$ cat src/rtl/sdram_model_pkg.sv
package sdram_model_pkg;

  localparam int WORD_W = 16;
  localparam logic [WORD_W-1:0] EMPTY_WORD = 16'hE7E7;
  localparam logic [WORD_W-1:0] FILL_WORD  = 16'hFEFE;

  typedef enum logic [2:0] {
    CMD_MODE      = 3'b000,
    CMD_REFRESH   = 3'b001,
    CMD_PRECHARGE = 3'b010,
    CMD_ACTIVATE  = 3'b011,
    CMD_WRITE     = 3'b100,
    CMD_READ      = 3'b101,
    CMD_STOP      = 3'b110,
    CMD_NOP       = 3'b111
  } sdr_cmd_e;

  typedef enum logic [2:0] {
    BK_UNKNOWN,
    BK_IDLE,
    BK_ACTIVE,
    BK_READING,
    BK_WRITING,
    BK_PRECHARGING,
    BK_REFRESHING,
    BK_OPENING
  } bank_state_e;

  // State a timed bank reaches when its countdown expires.
  function automatic bank_state_e settle(input bank_state_e s);
    case (s)
      BK_OPENING:                    return BK_ACTIVE;
      BK_PRECHARGING, BK_REFRESHING: return BK_IDLE;
      default:                       return s;
    endcase
  endfunction

endpackage

$ cat src/rtl/sdram_bank_tracker.sv
module sdram_bank_tracker
  import sdram_model_pkg::*;
#(
  parameter int ROW_BITS = 11,
  parameter int TMR_W    = 3
) (
  input  logic                clk,
  input  logic                rst_n,
  input  logic                upd_en,
  input  bank_state_e         upd_state,
  input  logic [TMR_W-1:0]    upd_busy,
  input  logic                row_load,
  input  logic [ROW_BITS-1:0] row_in,
  output bank_state_e         now_state,
  output logic [ROW_BITS-1:0] row_q
);

  bank_state_e      state_q;
  logic [TMR_W-1:0] busy_q;

  // A timer at 1 expires this cycle, so commands already see the settled state.
  assign now_state = (busy_q == TMR_W'(1)) ? settle(state_q) : state_q;

  always_ff @(posedge clk or negedge rst_n) begin
    if (!rst_n) begin
      state_q <= BK_UNKNOWN;
      busy_q  <= '0;
    end else if (upd_en) begin
      state_q <= upd_state;
      busy_q  <= upd_busy;
    end else begin
      state_q <= now_state;
      if (busy_q != '0) busy_q <= busy_q - TMR_W'(1);
    end
  end

  always_ff @(posedge clk or negedge rst_n) begin
    if (!rst_n)        row_q <= '0;
    else if (row_load) row_q <= row_in;
  end

  // a countdown only runs in a state that waits on one
  a_r3_timer_in_wait_state: assert property (@(posedge clk) disable iff (!rst_n)
    (busy_q != '0) |-> (state_q inside {BK_PRECHARGING, BK_REFRESHING, BK_OPENING}));

  // an opening bank whose timer expires untouched becomes active
  a_r4_opening_settles: assert property (@(posedge clk) disable iff (!rst_n)
    (state_q == BK_OPENING && busy_q == TMR_W'(1) && !upd_en) |=> (state_q == BK_ACTIVE));

endmodule

$ cat config.mk
export PLATFORM = sky130hd
export DESIGN_NAME = sdram_bank_tracker
export DESIGN_NICKNAME = d
export VERILOG_FILES = /design/src/rtl/sdram_model_pkg.sv /design/src/rtl/sdram_bank_tracker.sv
export SDC_FILE = /design/constraint.sdc
export NUM_CORES = 1
export LEC_CHECK = 0
export ABC_AREA = 1
export BUFFER_PORTS_ARGS = -buffer_cell sky130_fd_sc_hd__buf_2
export CAP_MARGIN = 10
export CORE_AREA = 2 2 49 51
export DETAILED_ROUTE_END_ITERATION = 12
export DIE_AREA = 0 0 51 53
export PLACE_DENSITY_LB_ADDON = 0.3
export SETUP_SLACK_MARGIN = 0.15
export SLEW_MARGIN = 25
export SYNTH_ARGS = -nofsm -noshare
export SYNTH_HDL_FRONTEND = slang
export SYNTH_SLANG_ARGS = --single-unit
$ cat constraint.sdc
create_clock -name clk -period 1 [get_ports clk]
set_input_delay 0.05 -clock clk [delete_from_list [all_inputs] [get_ports clk]]
set_output_delay 0.05 -clock clk [all_outputs]
set_load 0.05 [all_outputs]
# ---- Word level (Yosys, flattened, before mapping)
# Index checks and enable logic that the tools add are counted.
dict set report word_totals {
  output_inout_bits 14
  word_cells 16
  latch_bits 0
  mem_bits_ro 0
  ram_bits 0
  regBits 17
  n_memories 0
}
dict set report classes {
  n_bitwise 0
  mux 5
  n_shift 0
  n_addsub 1
  reduce_logical 3
  magnitude_cmp 0
  n_div 0
  n_mul 0
  eq_ne 4
}
# cell n
set op_table {}
lappend op_table {{3-bit 2-to-1 mux} 4}
lappend op_table {{3-bit == test (second input constant)} 3}
lappend op_table {{3-bit one-hot mux with 2 select lines} 1}
lappend op_table {{3-bit by 1-bit == test with 1-bit output (second input constant)} 1}
lappend op_table {{3-bit nonzero test} 1}
lappend op_table {{3-bit by 1-bit subtractor with 3-bit output (second input constant)} 1}
lappend op_table {{2-bit nonzero test} 1}
lappend op_table {{2-bit OR reduction} 1}

# ---- Longest topological paths before layout
# Gate-level depths: netlist of the first run.
dict set report depth {
  word_depth 5
  depth_mapped 9
  ltp_nobuf 9
}

# ---- Worst setup path before layout of the first run
# Ideal clock, no wire load.
dict set report synth_timing {
  path_kind {register to register}
  from {register busy_q[1]}
  to {register state_q[0]}
  t_arrival_ns 1.151
  stages_incl_launch_ff 10
  t_required_ns 0.882
  path_slack_ns -0.270
  path_buffers 0
  cell_sequence {dfrtp_1 > inv_1 > ha_1 > inv_1 > nor2_4 > nand2_2 > nand2_2 > nand2_2 > nand2_1 > nand2_1}
}
dict set report synth_via {
  elab_chain_len 3
}
# item line
set synth_lines {}
lappend synth_lines {{start: declaration} sdram_bank_tracker.sv:19} ;# logic [TMR_W-1:0] busy_q;
lappend synth_lines {{start signal: assignment} sdram_bank_tracker.sv:30} ;# busy_q <= upd_busy;
lappend synth_lines {{start signal: assignment} sdram_bank_tracker.sv:33} ;# if (busy_q != '0) busy_q <= busy_q - TMR_W'(1);
lappend synth_lines {{3-bit by 1-bit == test with 1-bit output} sdram_bank_tracker.sv:22} ;# assign now_state = (busy_q == TMR_W'(1)) ? settle(state_q) : state_q;
lappend synth_lines {{3-bit 2-to-1 mux} sdram_bank_tracker.sv:22}
lappend synth_lines {{via now_state[0]} sdram_bank_tracker.sv:14} ;# output bank_state_e now_state,
lappend synth_lines {{3-bit 2-to-1 mux} sdram_bank_tracker.sv:28} ;# end else if (upd_en) begin
lappend synth_lines {{end signal: assignment} sdram_bank_tracker.sv:29} ;# state_q <= upd_state;
lappend synth_lines {{end signal: assignment} sdram_bank_tracker.sv:32} ;# state_q <= now_state;
lappend synth_lines {{end: declaration} sdram_bank_tracker.sv:18} ;# bank_state_e state_q;
# The timed path passes the listed nets, and every way through them passes these cells.
# A chain may end at the register's enable or synchronous reset.

# ---- Final worst setup path of the first run
dict set report layout_timing {
  from {register busy_q[1]}
  to {output now_state[1]}
}
dict set report layout_via {
  elab_chain_len 2
}
# item line
set layout_lines {}
lappend layout_lines {{3-bit by 1-bit == test with 1-bit output} sdram_bank_tracker.sv:22}
lappend layout_lines {{3-bit 2-to-1 mux} sdram_bank_tracker.sv:22}
lappend layout_lines {{end: declaration} sdram_bank_tracker.sv:14}
# No other way between the ends.

==> results.ini, run 1 <==
[outcome]
outcome=complete, but fails checks
violations=setup timing

[grt]
overflow=0
grt_max_degree=18
grt_pass1_vias=769
antenna_found_initial=0
grt_pass1_wl_um=3240
grt_usage_pct=16.3

[clock_tree]
cts_buffer_depth=2
cts_max_level=1
cts_tree=yes
clk_transition_reported_paths_ns=0.09
cts.sinks=17
insertion_delay_ns=0.28
clock-root-buffer=clkbuf_4
cts_buffers=3

[floorplan]
die_w_um=51
io_pins=35
row_count=17
start_util_pct=39.2
die_y_um=53
die-area_mm2=0.00270
core_mm2=0.00215

[place]
gp_congestion=0.700
dp_cells=139
dp_slack_ns=-0.235
dp_hpwl_um=1230
io_buffers=34
placed_cell_area_mm2=0.00111

[power]
irDropWorstVdd_v=0.000994
clock_power_share_pct=15.8
p_int_mw=1.44
p_per_area_mw_per_mm2=1470
power.switching_uw=811
p_comb_share_pct=45.3
power_frac_seq_pct=39.0
leakage_nw=0.745
sw_frac_of_total_pct=36.0

[setup_path]
arrival_ns=1.43
criticalPathCategory=reg -> out
cp_data_required_time_ns=0.95
endpoint_kind=output pin
crit_path_start_kind=register
crit_fanout=4

[drt]
wl_per_cell_um=11.7
dr.pass1.iters=1
met3WireLength_um=144
dr.max_layer_used=met3
num_vias=723
met1Wirelength_um=717
drt_wl_total_um=1930
drc=0
dr.first_iter.drc_count=0
ant_nets=0
drt-vias-per-instance=4.38
met2_length_um=1070

[synth]
synth_area_leaders=dfrtp_1 (51%), mux2_4 (18%), nand2_1 (7.1%)
synth_seq_cells=17
synth.net_count=98
synth_top_area_share_pct=50.5
yosys_warnings=0
synth_area_per_cell_um2=11.4
ys_seq_area_share_pct=50.5
ys.flop_type=dfrtp_1
synth_edf_count=0
syn-cell-area_um2=842
synth.largest_area_cell=dfrtp_1
synth.most_common_cell=dfrtp_1
synthArstFlopShare_pct=100
syn-instance-count=74
ys_types=17
synth_common_cells=dfrtp_1 (17), nand2_1 (16), mux2_4 (10)

[sta]
hold_viol=0
min_period_ns=1.48
rsz0062_at_grt=yes
finalCritPeriodShare_pct=148
fin_ws_ns=-0.475
worst_pin_slew_ns=0.366
slew_headroom_pct=75.6
setup_viol=9
drv_slew=0
max_freq_mhz=678
clock-skew-final_ns=0.00670
fin_tns_setup_ns=-2.62

[finish]
drive_gt1_share_pct=64.2
nNetsFinal=162
final.fill_count=150
final_core_util_pct=71.2
diodes=0
seqCellArea_um2=439
multi_input_area_um2=430
finalInstanceArea_mm2=0.00153
stdcell_count=165
area_growth_pct=81.7

[flow_run]
drv_cap=0

[hold_path]
min_path_type=in -> reg

## critical path, stage by stage (launching register included)
cell,delay (ns)
dfrtp_1,0.40
inv_2,0.08
ha_4,0.12
inv_2,0.04
nor2_4,0.13
nand3_2,0.10
and2_4,0.14
buf_6,0.14
## what timing repair did
| action | CTS | global route |
|---|---|---|
| hold endpoints to repair | 33 | 0 |
| hold buffers | 17 | 0 |
| setup buffers | 3 | 2 |
| setup endpoints to repair | 20 | 20 |
| pin swaps | 5 | 4 |
| gates resized for setup | 49 | 3 |
## cell usage in the layout, fill, tap and decap left out, types with 2 or more instances in the layout
master / n
buf_2: 20
dlygate4sd3_1: 17
nand2_1: 15
buf_8: 12
dfrtp_2: 11
mux2_4: 10
dfrtp_1: 6
buf_4: 6
buf_6: 5
inv_2: 4
inv_1: 3
nand3_2: 3
nand2_2: 3
clkbuf_4: 3
and2_4: 2
nand3_1: 2
nor2_1: 2
o21ai_1: 2
ha_4: 2
## per-layer routing
layer,vias up,GRT usage [%]
li1,364,-
met1,336,17.4
met2,23,30.3
met3,0,5.93
met4,0,4.05
met5,-,0
## kinds of logic (layout without fill, tap and decap cells)
group | Yosys count | in the layout | share of synthesized area, %
compound gates | 3 | 3 | 1.78
flops | 17 | 17 | 50.5
fa+ha+maj | 3 | 3 | 4.46
simple gates | 30 | 30 | 17.2
mux | 11 | 11 | 19.2
xor+xnor | 1 | 1 | 1.04
buf+inv | 9 | 72 | 5.79
## final cells by class
class,count,share of cell area (%)
timing repair buffer,61,37.4
sequential,17,28.7
multi-input combinational,48,28.1
tap,28,2.29
inverter,7,1.72
clock buffer,3,1.47
clock inverter,1,0.327
## per-stage QoR
stage               power, mW  hold slack (ns)
floorplan                1.40           -0.246
global placement         1.59          -0.0159
detailed placement       1.61         -0.00695
finish                   2.25           0.0709
global route             2.40           0.0790
CTS                      2.22           0.0632
## power groups by stage
stage / clock network (mW) / logic [mW] / registers [mW]
2_1_floorplan: 0 / 0.366 / 1.03
3_3_place_gp: 0 / 0.729 / 0.865
3_5_place_dp: 0 / 0.747 / 0.866
4_1_cts: 0.368 / 0.979 / 0.878
5_1_grt: 0.404 / 1.11 / 0.888
6_report: 0.355 / 1.02 / 0.878
## path summary, 6_finish.rpt
path,from,to,slack [ns],cells after the start
max,busy_q[1],now_state[1],-0.48,7
min,upd_busy[1],busy_q[1],0.07,3
max reg2reg,busy_q[1],state_q[2],-0.35,10
min reg2reg,busy_q[1],busy_q[1],0.53,2
max in group asynchronous,rst_n,row_q[2],0.48,2
min in group asynchronous,rst_n,row_q[0],0.23,2
## flip-flops by register name, indices dropped and copies added, names as in the netlist
signal,cells
state_q,3
busy_q,3
row_q,11
Note: power is estimated with default switching activity, not from simulation.
==> run 2: changes to the inputs <==
- ABC_AREA: 1 -> unset
- CORE_AREA: 2 2 49 51 -> 2 2 47 49
- DIE_AREA: 0 0 51 53 -> 0 0 49 51
==> run 2 against run 1 <==
  * The flow still finishes with violations (setup timing)
  * Critical path depth fell by 2
  * Utilization barely moved
  * Sequential cell count did not move
  * Largest cell class unchanged
  * Highest routed layer is now met4
==> results.ini, run 2 <==
[finish]
finalInstanceArea_mm2=0.00147
drive_gt1_share_pct=70.9
reg.largest.list=row_q (11), busy_q (3), state_q (3)
final_cell_mix=buf_2 (20), dlygate4sd3_1 (18), mux2_2 (12), dfrtp_2 (12), buf_8 (11)
largest-register=row_q
layout_commonest_cell=buf_2
largest_register_ffs=11
nNetsFinal=142
stdcell_count=145
area_growth_pct=94.7
diodes=0
final.fill_count=135

[place]
dp_cells=120
dp_hpwl_um=1090
dp_slack_ns=-0.364
gp_congestion=0.661
placed_cell_area_mm2=0.00105
io_buffers=34

[sta]
setup_viol=9
fin_tns_setup_ns=-3.68
min_period_ns=1.52
slew_headroom_pct=75.3
fin_ws_ns=-0.525
drv_slew=0
hold_viol=0
finalCritPeriodShare_pct=152
worst_pin_slew_ns=0.371
max_freq_mhz=656
clock-skew-final_ns=0.00699
rsz0062_at_grt=yes

[power]
leakage_nw=0.674
power.total_mw=2.51
irDropWorstVdd_v=0.00106
p_per_area_mw_per_mm2=1710

[setup_path]
criticalPathCategory=reg -> out
endpoint_kind=output pin
crit_fanout=2
arrival_ns=1.47
crit_path_start_kind=register
rr_worst_depth=7
cp_data_required_time_ns=0.95

[grt]
grt_max_degree=18
overflow=0
grt_pass1_wl_um=2790
grt_pass1_vias=655
antenna_found_initial=0
grt_usage_pct=15.4

[synth]
synth_area_per_cell_um2=13.7
synth_common_cells=dfrtp_1 (17), mux2_2 (15), inv_1 (4)
ys_types=15
ys.flop_type=dfrtp_1
synthArstFlopShare_pct=100
synth_edf_count=0
synth.most_common_cell=dfrtp_1
synth_seq_cells=17
synth_area_leaders=dfrtp_1 (56%), mux2_2 (22%), ha_1 (5.0%)
syn-instance-count=55
synth_top_area_share_pct=56.4
ys_seq_area_share_pct=56.4
syn-cell-area_um2=754
synth.net_count=79
synth.largest_area_cell=dfrtp_1
yosys_warnings=0

[hold_path]
min_path_type=in -> reg
whs_path_depth=2

[clock_tree]
insertion_delay_ns=0.30
cts_buffers=3
cts.sinks=17
cts_buffer_depth=2
cts_max_level=1
clk_transition_reported_paths_ns=0.10
cts_tree=yes
clock-root-buffer=clkbuf_4

[drt]
drt-vias-per-instance=4.61
ant_nets=0
dr.pass1.iters=2
num_vias=668
dr.first_iter.drc_count=2
wl_per_cell_um=12.7
drt_wl_total_um=1850
drc=0

[flow_run]
drv_cap=0

[floorplan]
die_y_um=51
start_util_pct=36.6
core_mm2=0.00206
row_count=17
io_pins=35
die_w_um=49
die-area_mm2=0.00250

[outcome]
violations=setup timing
outcome=complete, but fails checks

-- run 2: cell types whose count changed after synthesis, sizes merged, moves of 3 or more --
cell and delta:
nand2 -17, inv -3, mux2 +4, nand3 -5
-- run 2: layout make-up --
class	count	area [um^2]	area share (%)
repair buffers	60	543	37.0
flip-flops and latches	17	440	30.0
multi-input cells	32	405	27.6
well taps	28	35.0	2.39
clock buffers	3	22.5	1.53
inverters	4	17.5	1.19
clock inverters	1	5.00	0.341
-- run 2: worst max-delay path, cell delays in order, from the launching register on --
cell	delay, ns
dfrtp_1	0.39
inv_2	0.07
ha_4	0.12
nand4b_1	0.21
xnor2_4	0.21
buf_6	0.18
-- run 2: path summary, 6_finish.rpt --
kind                       slack (ns)      start           end
setup reg to reg                -0.43  busy_q[0]     busy_q[1]
min in group asynchronous        0.21      rst_n      row_q[8]
setup / recovery                -0.52  busy_q[1]  now_state[0]
max in group asynchronous        0.49      rst_n      row_q[6]
hold / removal                   0.05     upd_en     busy_q[2]
hold reg to reg                  0.55   row_q[7]      row_q[7]
-- run 2: through the flow --
step | hold slack (ns) | utilization, %
after global placement | -0.0116 | 51.1
after detailed placement | -0.0118 | 51.1
after global routing | 0.0453 | 71.2
after CTS | 0.0000575 | 68.5
final | 0.0454 | 71.2
after floorplan | -0.246 | -
-- run 2: cells by family after synthesis --
family | count (synthesis) | synth area share (%)
adders and majority gates | 3 | 4.98
buffers and inverters | 6 | 3.15
DFF | 17 | 56.4
and+or+nand+nor | 6 | 3.98
muxes | 17 | 25.0
xor gates and xnor gates | 2 | 2.32
AOI/OAI and AO/OA | 4 | 4.15
-- run 2: what timing repair did --
action | 4_1_cts | 5_1_grt
buffers inserted | 1 | 2
cloned | 0 | 0
gates resized for setup | 46 | 6
hold endpoints to repair | 33 | 1
endpoints found under the setup margin | 20 | 20
pin swaps | 1 | 2
hold buffers | 17 | 1
-- run 2: report_power, final --
part	internal [mW]	leakage, nW	switching (mW)
Sequential	0.799	0.188	0.100
Combinational	0.648	0.468	0.591
Clock	0.149	0.0177	0.223
-- run 2: per-layer routing --
metal  vias up  global-route usage [%]  share of wire (%)
li1        314                       -                  -
met4         0                    8.57                1.5
met1       322                    16.0                 43
met5         -                       0                  0
met3         3                    3.22                5.1
met2        29                    29.0                 51
